File: src/rtl/fnet_pkg.sv
package fnet_pkg;
  localparam int BLK_W   = 64;
  localparam int NBYTES  = 8;
  localparam int NROUNDS = 32;

  typedef logic [7:0] byte_t;

  function automatic byte_t rotl8(input byte_t x, input int n);
    return byte_t'((x << n) | (x >> (8 - n)));
  endfunction

  // G mixing function: rotations by 1, 2, 7
  function automatic byte_t mix_g(input byte_t x);
    return rotl8(x, 1) ^ rotl8(x, 2) ^ rotl8(x, 7);
  endfunction

  // H mixing function: rotations by 3, 4, 6
  function automatic byte_t mix_h(input byte_t x);
    return rotl8(x, 3) ^ rotl8(x, 4) ^ rotl8(x, 6);
  endfunction
endpackage

File: src/rtl/fnet_whiten.sv
module fnet_whiten
  import fnet_pkg::*;
#(
  parameter bit OUTPUT_SIDE = 1'b0
) (
  input  logic [BLK_W-1:0] din,
  input  logic [BLK_W-1:0] wkey,
  output logic [BLK_W-1:0] dout
);
  localparam int WK_BASE = OUTPUT_SIDE ? 4 : 0;

  byte_t k0, k1, k2, k3;
  assign k0 = wkey[8*(WK_BASE+0) +: 8];
  assign k1 = wkey[8*(WK_BASE+1) +: 8];
  assign k2 = wkey[8*(WK_BASE+2) +: 8];
  assign k3 = wkey[8*(WK_BASE+3) +: 8];

  always_comb begin
    dout        = din;
    dout[7:0]   = din[7:0]   + k0;
    dout[23:16] = din[23:16] ^ k1;
    dout[39:32] = din[39:32] + k2;
    dout[55:48] = din[55:48] ^ k3;
  end
endmodule

File: src/rtl/fnet_round.sv
module fnet_round
  import fnet_pkg::*;
(
  input  logic [BLK_W-1:0] din,
  input  logic [31:0]      sk,
  input  logic             final_rnd,
  output logic [BLK_W-1:0] dout
);
  byte_t x [NBYTES];
  byte_t a, b, c, d;

  always_comb begin
    for (int j = 0; j < NBYTES; j++) x[j] = din[8*j +: 8];
    a = x[1] + (mix_h(x[0]) ^ sk[7:0]);
    b = x[3] ^ (mix_g(x[2]) + sk[15:8]);
    c = x[5] + (mix_h(x[4]) ^ sk[23:16]);
    d = x[7] ^ (mix_g(x[6]) + sk[31:24]);
    if (final_rnd) dout = {d, x[6], c, x[4], b, x[2], a, x[0]};
    else           dout = {x[6], c, x[4], b, x[2], a, x[0], d};
  end
endmodule

File: src/rtl/fnet_round_chain.sv
module fnet_round_chain
  import fnet_pkg::*;
#(
  parameter int RPC = 4
) (
  input  logic [BLK_W-1:0]  din,
  input  logic [RPC*32-1:0] sk_grp,
  input  logic              last_group,
  output logic [BLK_W-1:0]  dout
);
  logic [BLK_W-1:0] stage [RPC+1];
  assign stage[0] = din;

  for (genvar r = 0; r < RPC; r++) begin : g_rnd
    logic fin;
    if (r == RPC - 1) begin : g_tail
      assign fin = last_group;
    end else begin : g_mid
      assign fin = 1'b0;
    end
    fnet_round u_rnd (
      .din       (stage[r]),
      .sk        (sk_grp[32*r +: 32]),
      .final_rnd (fin),
      .dout      (stage[r+1])
    );
  end

  assign dout = stage[RPC];
endmodule

File: src/rtl/feistel8_enc_core.sv
module feistel8_enc_core
  import fnet_pkg::*;
#(
  parameter int RPC = 4
) (
  input  logic              clk,
  input  logic              rst_n,
  input  logic              in_valid,
  output logic              in_ready,
  input  logic [63:0]       in_block,
  input  logic [63:0]       wkey,
  output logic [4:0]        key_round,
  input  logic [RPC*32-1:0] rk_bytes,
  output logic [63:0]       out_block,
  output logic              done
);
  localparam int STEPS  = NROUNDS / RPC;
  localparam int STEP_W = (STEPS > 1) ? $clog2(STEPS) : 1;

  logic              busy;
  logic [STEP_W-1:0] step;
  logic [BLK_W-1:0]  state;
  logic [BLK_W-1:0]  pre_w, rnd_out, post_w;
  logic              accept, last_group;

  assign in_ready   = !busy;
  assign accept     = in_valid && in_ready;
  assign last_group = (step == STEP_W'(STEPS - 1));
  assign key_round  = 5'(int'(step) * RPC);

  fnet_whiten #(.OUTPUT_SIDE(1'b0)) u_pre (
    .din(in_block), .wkey(wkey), .dout(pre_w)
  );

  fnet_round_chain #(.RPC(RPC)) u_chain (
    .din(state), .sk_grp(rk_bytes), .last_group(last_group), .dout(rnd_out)
  );

  fnet_whiten #(.OUTPUT_SIDE(1'b1)) u_post (
    .din(rnd_out), .wkey(wkey), .dout(post_w)
  );

  always_ff @(posedge clk or negedge rst_n) begin
    if (!rst_n) begin
      busy      <= 1'b0;
      step      <= '0;
      state     <= '0;
      out_block <= '0;
      done      <= 1'b0;
    end else begin
      done <= 1'b0;
      if (accept) begin
        busy  <= 1'b1;
        step  <= '0;
        state <= pre_w;
      end else if (busy) begin
        if (last_group) begin
          busy      <= 1'b0;
          step      <= '0;
          out_block <= post_w;
          done      <= 1'b1;
        end else begin
          step  <= step + 1'b1;
          state <= rnd_out;
        end
      end
    end
  end

  p_ready_drops_r2: assert property (@(posedge clk) disable iff (!rst_n)
    accept |=> !in_ready);

  p_done_pulse_r7: assert property (@(posedge clk) disable iff (!rst_n)
    done |=> !done);

  p_done_idle_r2: assert property (@(posedge clk) disable iff (!rst_n)
    done |-> in_ready);

  p_out_held_r9: assert property (@(posedge clk) disable iff (!rst_n)
    !(busy && last_group) |=> $stable(out_block));

  p_round_index_r8: assert property (@(posedge clk) disable iff (!rst_n)
    (busy && !last_group) |=> (int'(key_round) == int'($past(key_round)) + RPC));

  p_busy_ignores_r3: assert property (@(posedge clk) disable iff (!rst_n)
    (busy && !last_group) |=> !in_ready);
endmodule

File: config.mk
export PLATFORM = sky130hd
export DESIGN_NAME = feistel8_enc_core
export DESIGN_NICKNAME = d
export VERILOG_FILES = /design/src/rtl/fnet_pkg.sv /design/src/rtl/fnet_whiten.sv /design/src/rtl/fnet_round.sv /design/src/rtl/fnet_round_chain.sv /design/src/rtl/feistel8_enc_core.sv
export SDC_FILE = /design/constraint.sdc
export NUM_CORES = 1
export LEC_CHECK = 0
export BUFFER_PORTS_ARGS = -buffer_cell sky130_fd_sc_hd__buf_2
export CAP_MARGIN = 5
export CORE_MARGIN = 2
export CORE_UTILIZATION = 57
export DETAILED_ROUTE_END_ITERATION = 16
export PLACE_DENSITY = 0.93
export SLEW_MARGIN = 40
export SYNTH_ARGS = -nofsm -noshare
export SYNTH_HDL_FRONTEND = slang
export SYNTH_SLANG_ARGS = --single-unit
File: constraint.sdc
create_clock -name clk -period 11 [get_ports clk]
set_input_delay 1.65 -clock clk [delete_from_list [all_inputs] [get_ports clk]]
set_output_delay 1.65 -clock clk [all_outputs]
set_load 0.02 [all_outputs]
Word level (Yosys, flattened, before mapping)
Cells that the tools add are included.
{"block": "word_totals", "word_cells": 147, "inputBits": 259, "ff_bits": 133, "out_inout_bits": 71}
{"block": "op_classes", "n_addsub": 21, "eq_ne": 2, "mux": 13, "n_bitwise": 101, "n_reduce_logical": 5}
{"operator": "$xor A8 B8 Y8", "n": 52}
{"operator": "$mux W64", "n": 4}
{"operator": "$add A8 B8 Y8", "n": 20}
{"operator": "$or A8 B1 Y8", "n": 8}
{"operator": "$or A8 B2 Y8", "n": 8}
{"operator": "$or A8 B3 Y8", "n": 8}
{"operator": "$or A8 B4 Y8", "n": 8}
{"operator": "$or A8 B6 Y8", "n": 8}
{"operator": "$or A8 B7 Y8", "n": 8}
{"operator": "$mux W3", "n": 3}
{"operator": "$mux W1", "n": 6}
{"operator": "$add A3 B1 Y3 const B", "n": 1}
{"operator": "$eq A3 B3 Y1 const B", "n": 1}
{"operator": "$reduce_and A3 Y1", "n": 1}
{"operator": "$ne A2 B2 Y1 const B", "n": 1}
{"operator": "$reduce_and A2 Y1", "n": 1}
{"operator": "$reduce_bool A2 Y1", "n": 1}
{"operator": "$logic_and A1 B1 Y1", "n": 1}
{"operator": "$logic_not A1 Y1", "n": 1}
{"operator": "$not A1 Y1", "n": 1}

Logic depth before layout (Yosys ltp)
{"block": "depth", "word_depth": 24, "mapped_depth": 45, "depth_no_buf": 45}

By module
A second synthesis with hierarchy kept.
{"block": "unflattened", "hier_cells": 2144, "area_unflattened_um2": 19680.1}
{"mod": "feistel8_enc_core", "instances": 1, "cells_each": 432, "seq_area_each_um2": 3328.2, "area_per_inst_um2": 6523.8}
{"mod": "fnet_round at u_chain.g_rnd[0].u_rnd", "instances": 1, "cells_each": 366, "seq_area_each_um2": 0.0, "area_per_inst_um2": 2839.0}
{"mod": "fnet_round at u_chain.g_rnd[1].u_rnd", "instances": 1, "cells_each": 363, "seq_area_each_um2": 0.0, "area_per_inst_um2": 2777.7}
{"mod": "fnet_round at u_chain.g_rnd[3].u_rnd", "instances": 1, "cells_each": 363, "seq_area_each_um2": 0.0, "area_per_inst_um2": 2776.4}
{"mod": "fnet_round at u_chain.g_rnd[2].u_rnd", "instances": 1, "cells_each": 363, "seq_area_each_um2": 0.0, "area_per_inst_um2": 2775.2}
{"mod": "fnet_whiten", "instances": 2, "cells_each": 128, "seq_area_each_um2": 0.0, "area_per_inst_um2": 992.2}
{"mod": "fnet_round_chain", "instances": 1, "cells_each": 1, "seq_area_each_um2": 0.0, "area_per_inst_um2": 3.8}

Least setup slack after synthesis
OpenSTA, ideal clock, no wires.
{"block": "synth_timing", "kind": "in2reg", "from": "input port rk_bytes[18]", "to": "register out_block[39]", "n_path_buf": 0, "arrival_time_ns": 10.013, "cell_stages": 41, "required_time_ns": 10.867, "setup_slack_ns": 0.854, "setup_time_ns": 0.133, "cell_sequence": "xor2_1 xnor2_1 ha_1 a21oi_1 nand2_1 a31oi_1 o21ai_0 xnor2_2 xnor2_1 xnor2_1 ha_1 fa_1 a21o_1 a211o_1 a21oi_1 xnor2_1 xnor3_1 fa_1 [... 5 more ...] xnor2_1 ha_1 inv_1 fa_1 nor2b_1 o21ai_0 a21boi_0 nor2_1 xnor2_1 mux2i_1 ha_1 o21a_1 a21oi_1 o21bai_1 a21oi_1 xor2_1 xnor2_1 o21ai_0"}
{"block": "synth_via", "elab_chain_cells": 19, "elab_cells_between_ends": 25, "cone_classes": "add/sub: 5; mux: 1; bitwise: 19"}
{"item": "start, declared", "line": "feistel8_enc_core.sv:13", "text": "input logic [RPC*32-1:0] rk_bytes,"}
{"item": "$xor A8 B8 Y8 (*)", "line": "fnet_round.sv:16", "text": "c = x[5] + (mix_h(x[4]) ^ sk[23:16]);"}
{"item": "$add A8 B8 Y8 (*)", "line": "fnet_round.sv:16"}
{"item": "$or A8 B1 Y8 / $or A8 B2 Y8 (equally long branches)", "line": "fnet_pkg.sv:9", "text": "return byte_t'((x << n) | (x >> (8 - n)));"}
{"item": "$xor A8 B8 Y8", "line": "fnet_pkg.sv:14", "text": "return rotl8(x, 1) ^ rotl8(x, 2) ^ rotl8(x, 7);"}
{"item": "$xor A8 B8 Y8 (*)", "line": "fnet_pkg.sv:14"}
{"item": "$add A8 B8 Y8 (*)", "line": "fnet_round.sv:17", "text": "d = x[7] ^ (mix_g(x[6]) + sk[31:24]);"}
{"item": "$xor A8 B8 Y8 (*)", "line": "fnet_round.sv:17"}
{"item": "$or A8 B3 Y8 / $or A8 B4 Y8 (equally long branches)", "line": "fnet_pkg.sv:9"}
{"item": "[... 3 more ...]"}
{"item": "$add A8 B8 Y8 (*)", "line": "fnet_round.sv:14", "text": "a = x[1] + (mix_h(x[0]) ^ sk[7:0]);"}
{"item": "$or A8 B1 Y8 / $or A8 B2 Y8 (equally long branches)", "line": "fnet_pkg.sv:9"}
{"item": "$xor A8 B8 Y8", "line": "fnet_pkg.sv:14"}
{"item": "$xor A8 B8 Y8 (*)", "line": "fnet_pkg.sv:14"}
{"item": "$add A8 B8 Y8 (*)", "line": "fnet_round.sv:15", "text": "b = x[3] ^ (mix_g(x[2]) + sk[15:8]);"}
{"item": "$xor A8 B8 Y8 (*)", "line": "fnet_round.sv:15"}
{"item": "$mux W64 (*)", "line": "fnet_round.sv:18", "text": "if (final_rnd) dout = {d, x[6], c, x[4], b, x[2], a, x[0]};"}
{"item": "$add A8 B8 Y8 (*)", "line": "fnet_whiten.sv:22", "text": "dout[39:32] = din[39:32] + k2;"}
{"item": "end signal, assigned", "line": "feistel8_enc_core.sv:60", "text": "out_block <= post_w;"}
{"item": "end, declared", "line": "feistel8_enc_core.sv:14", "text": "output logic [63:0] out_block,"}
Mark *: on every way between the ends. The rest lies on a longest branch, timed or not.
A chain may end at the register's enable or synchronous reset.

Worst setup path after layout
{"block": "layout_timing", "from": "input port rk_bytes[0]", "to": "register out_block[7]"}
{"block": "layout_via", "elab_chain_cells": 19, "elab_cells_between_ends": 25, "cone_classes": "add/sub: 5; mux: 1; bitwise: 19"}
{"item": "$xor A8 B8 Y8 (*)", "line": "fnet_round.sv:14"}
{"item": "$add A8 B8 Y8 (*)", "line": "fnet_round.sv:14"}
{"item": "$or A8 B1 Y8 / $or A8 B2 Y8 (equally long branches)", "line": "fnet_pkg.sv:9"}
{"item": "$xor A8 B8 Y8", "line": "fnet_pkg.sv:14"}
{"item": "$xor A8 B8 Y8 (*)", "line": "fnet_pkg.sv:14"}
{"item": "$add A8 B8 Y8 (*)", "line": "fnet_round.sv:15"}
{"item": "$xor A8 B8 Y8 (*)", "line": "fnet_round.sv:15"}
{"item": "$or A8 B3 Y8 / $or A8 B4 Y8 (equally long branches)", "line": "fnet_pkg.sv:9"}
{"item": "[... 3 more ...]"}
{"item": "$add A8 B8 Y8 (*)", "line": "fnet_round.sv:16"}
{"item": "$or A8 B1 Y8 / $or A8 B2 Y8 (equally long branches)", "line": "fnet_pkg.sv:9"}
{"item": "$xor A8 B8 Y8", "line": "fnet_pkg.sv:14"}
{"item": "$xor A8 B8 Y8 (*)", "line": "fnet_pkg.sv:14"}
{"item": "$add A8 B8 Y8 (*)", "line": "fnet_round.sv:17"}
{"item": "$xor A8 B8 Y8 (*)", "line": "fnet_round.sv:17"}
{"item": "$mux W64 (*)", "line": "fnet_round.sv:18"}
{"item": "$add A8 B8 Y8 (*)", "line": "fnet_whiten.sv:20", "text": "dout[7:0] = din[7:0] + k0;"}
Marked as above.

==> key figures <==
Outcome
  • Outcome: finished, final reports clean

Floorplanning
  • Die span in y: 164 um
  • Initial core utilization: 0.582
  • Die area: 0.0270 mm^2
  • Placeable Area: about 0.025 mm^2
  • Rows: 58
  • Io pins: 330
  • Die Wd: 164 um

Worst setup path
  • Reg2reg start: state[2]$_DFFE_PN0P_
  • Max FO, Critical Path: 5
  • CP max stage delay: 0.53 ns
  • CP max stage cell: xnor3_2
  • Crit-path most repeated cell: xnor2_1
  • R2r worst-path depth: 45
  • Critical Path Start Type: input port
  • R2r endpoint: out_block[7]$_DFFE_PN0P_
  • Capturing element type of the critical path: flip-flop
  • Req. time, crit path: 11.31 ns
  • R2R Setup Slk: 1.35 ns
  • WS Path Type: in -> reg
  • CP arrival: 10.74 ns

Logic synthesis
  • Synth unique cells: 64
  • Count of warnings emitted by yosys: 0
  • Synth Instances: 1585
  • Share of flip-flops with an asynchronous set or reset: 1.00
  • Post-synth top flop: dfrtp_1
  • Mean Syn Cell Area: roughly 9.2 um^2
  • Register bit total from synthesis: between 100 and 150
  • Syn Std Cell Area: 0.0147 mm^2
  • Sequential area share after synthesis: 0.227
  • Post-synth EDFFs: 0

Hold path
  • WHS Endpoint: out_block[6]$_DFFE_PN0P_
  • Hold Crit Class: reg -> reg
  • Worst hold path depth: 2
  • Hold Crit Start: out_block[6]$_DFFE_PN0P_

Final layout
  • N_diodes: 0
  • Final std cells w/o fill: 2254
  • Fin nets: 2333
  • Post-Route Utilization: 0.690
  • Fin area: 0.0174 mm^2
  • Sequential cell area: 0.00333 mm^2
  • Layout cells sized above 1: 0.230
  • Layout fillers: 1928
  • Syn-to-layout area delta: 18.6%
  • Multi-input gate area: 0.0109 mm^2

STA
  • Worst-Margin Slew: 0.871 ns
  • Max Fclk: 95.9 MHz
  • Setup-failing EPs final: 0
  • Post-layout min period: between 10 and 15 ns
  • Crit share post-route: 0.948
  • Worst Clk Skew: 0.00855 ns
  • Worst rel slew slack: 0.415
  • Hold Vio Cnt, Final: 0
  • Pins over their slew limit: 0
  • Worst setup margin: 0.569 ns

Global route
  • Vias in the first global route: 13700
  • GRT Util Overall: 0.389
  • Grt ovf: 0
  • Initial antenna violation count: 1
  • First-pass GRT wire length: 77600 um
  • Pin count of the biggest net entering global routing: 73

Clock network
  • CTS Hold Buffers Added: 0
  • Worst-case clock buffer depth: 2
  • CTS Buf Count: 17
  • CTS tree: built
  • Clock Latency Late Sink: about 0.44 ns
  • H-Tree Depth: 4
  • CTS clk-pin slew, worst paths: 0.07 ns
  • Root Buffer: clkbuf_16
  • Sink Count: 133

Drt
  • Routed len/inst: 23.2 um
  • Pre-antenna DRT Iters: 6
  • Residual DRC: 0
  • Initial DRC Count: around 1300
  • DRT Wirelength: 52300 um
  • Via count: roughly 14000
  • Post-route ant nets: 0
  • DR vias/cell: 6.04

Placement
  • Port Buffer Count: 327
  • Pre-CTS setup slack: 0.126 ns
  • Detailed placement HPWL: approximately 42000 um
  • Placed Area: 0.0168 mm^2
  • Dpl cells: 2221
  • Routability cong.: between 1 and 1.5

Run
  • Max cap viols: 0
-- through the flow --
stage,hold WS (ns),TNS [ns]
final,0.474,0
after global routing,0.508,-0.0121
after floorplan,0.466,0
after global placement,0.459,0
after detailed placement,0.466,0
after CTS,0.482,0
-- placed cells by master, fill, tap and decap left out, types with 37 or more instances in the layout --
cell,n
xnor2_1,400
buf_4,37
inv_1,74
ha_1,143
xor2_1,117
nand2_1,104
a21oi_1,78
buf_2,326
dfrtp_1,133
nor2_1,58
o21ai_0,102
-- synth_stat cells, drive strengths merged, types with 4 or more instances --
library cell	n	area [um^2]
nor3	8	40.0
clkbuf	49	184
xnor2	405	3580
mux2	18	203
a21oi	81	405
fa	20	400
buf	10	51.3
inv	75	282
nand2	105	394
nor2	60	225
a22oi	36	270
ha	143	1790
nand2b	13	81.3
nor2b	17	114
xor2	119	1050
nor3b	5	37.5
a211o	4	35.0
a21o	36	272
nand3	7	47.6
o21a	18	135
a31oi	5	31.3
o21ai	102	510
o221ai	7	61.3
dfrtp	133	3330
xnor3	12	273
o21bai	17	128
a221o	20	200
mux2i	13	130
a211oi	11	87.6
-- registers in the layout (all words and copies together), names as in the netlist --
signal,flops
out_block,64
done,1
busy,1
state,64
step,3
-- metal layers --
metal  global-route usage  part of all wire  wire [um]  up-vias
li1                     -                 -          -     6045
met1                0.501              0.38      19900     6487
met2                0.614              0.45      23400      898
met3               0.0740              0.11       5890      190
met4                0.215             0.060       3150        2
met5                    0           0.00013          7        -
-- logic make-up (layout without fill, tap and decap cells) --
| group | count (synthesis) | in the layout | share of synthesized area |
|---|---|---|---|
| muxes | 31 | 31 | 0.0227 |
| AOI/OAI and AO/OA | 357 | 357 | 0.158 |
| buffers and inverters | 134 | 472 | 0.0353 |
| DFF | 133 | 133 | 0.227 |
| and+or+nand+nor | 227 | 227 | 0.0702 |
| adders and majority gates | 165 | 165 | 0.151 |
| other | 1 | 2 | 0.000256 |
| xor gates and xnor gates | 537 | 537 | 0.336 |
-- layout make-up --
class	instances	area share
tap	330	0.0238
timing repair buffer	365	0.111
clock inverter	15	0.00770
sequential	133	0.191
clock buffer	17	0.0245
multi-input combinational	1319	0.625
inverter	75	0.0162
-- worst max-delay path by stage --
stage                  from                   endpoint  slack (ns)  cells after the start
3_3_place_gp   rk_bytes[18]  out_block[39]$_DFFE_PN0P_        0.33                     43
5_1_grt         rk_bytes[0]   out_block[7]$_DFFE_PN0P_       -0.01                     46
2_1_floorplan  rk_bytes[18]  out_block[39]$_DFFE_PN0P_        0.85                     41
4_1_cts         rk_bytes[1]   out_block[7]$_DFFE_PN0P_        0.52                     43
6_report        rk_bytes[0]   out_block[7]$_DFFE_PN0P_        0.57                     46
3_5_place_dp    rk_bytes[0]   out_block[7]$_DFFE_PN0P_        0.13                     46
-- critical path: cells and delay by family --
| kind | cells | cell delay [ns] |
|---|---|---|
| and+or+nand+nor | 5 | 0.93 |
| xor gates and xnor gates | 14 | 2.86 |
| adders and majority gates | 8 | 2.49 |
| buffers and inverters | 3 | 0.25 |
| AOI/OAI and AO/OA | 15 | 2.38 |
| muxes | 1 | 0.16 |
-- timing repair --
action,in CTS,in global routing
gates resized for setup,0,7
setup buffers,0,1
endpoints found under the setup margin,0,2
Power is not shown: default switching activity piles up to over one toggle a cycle in this logic, so the estimate is an artifact.
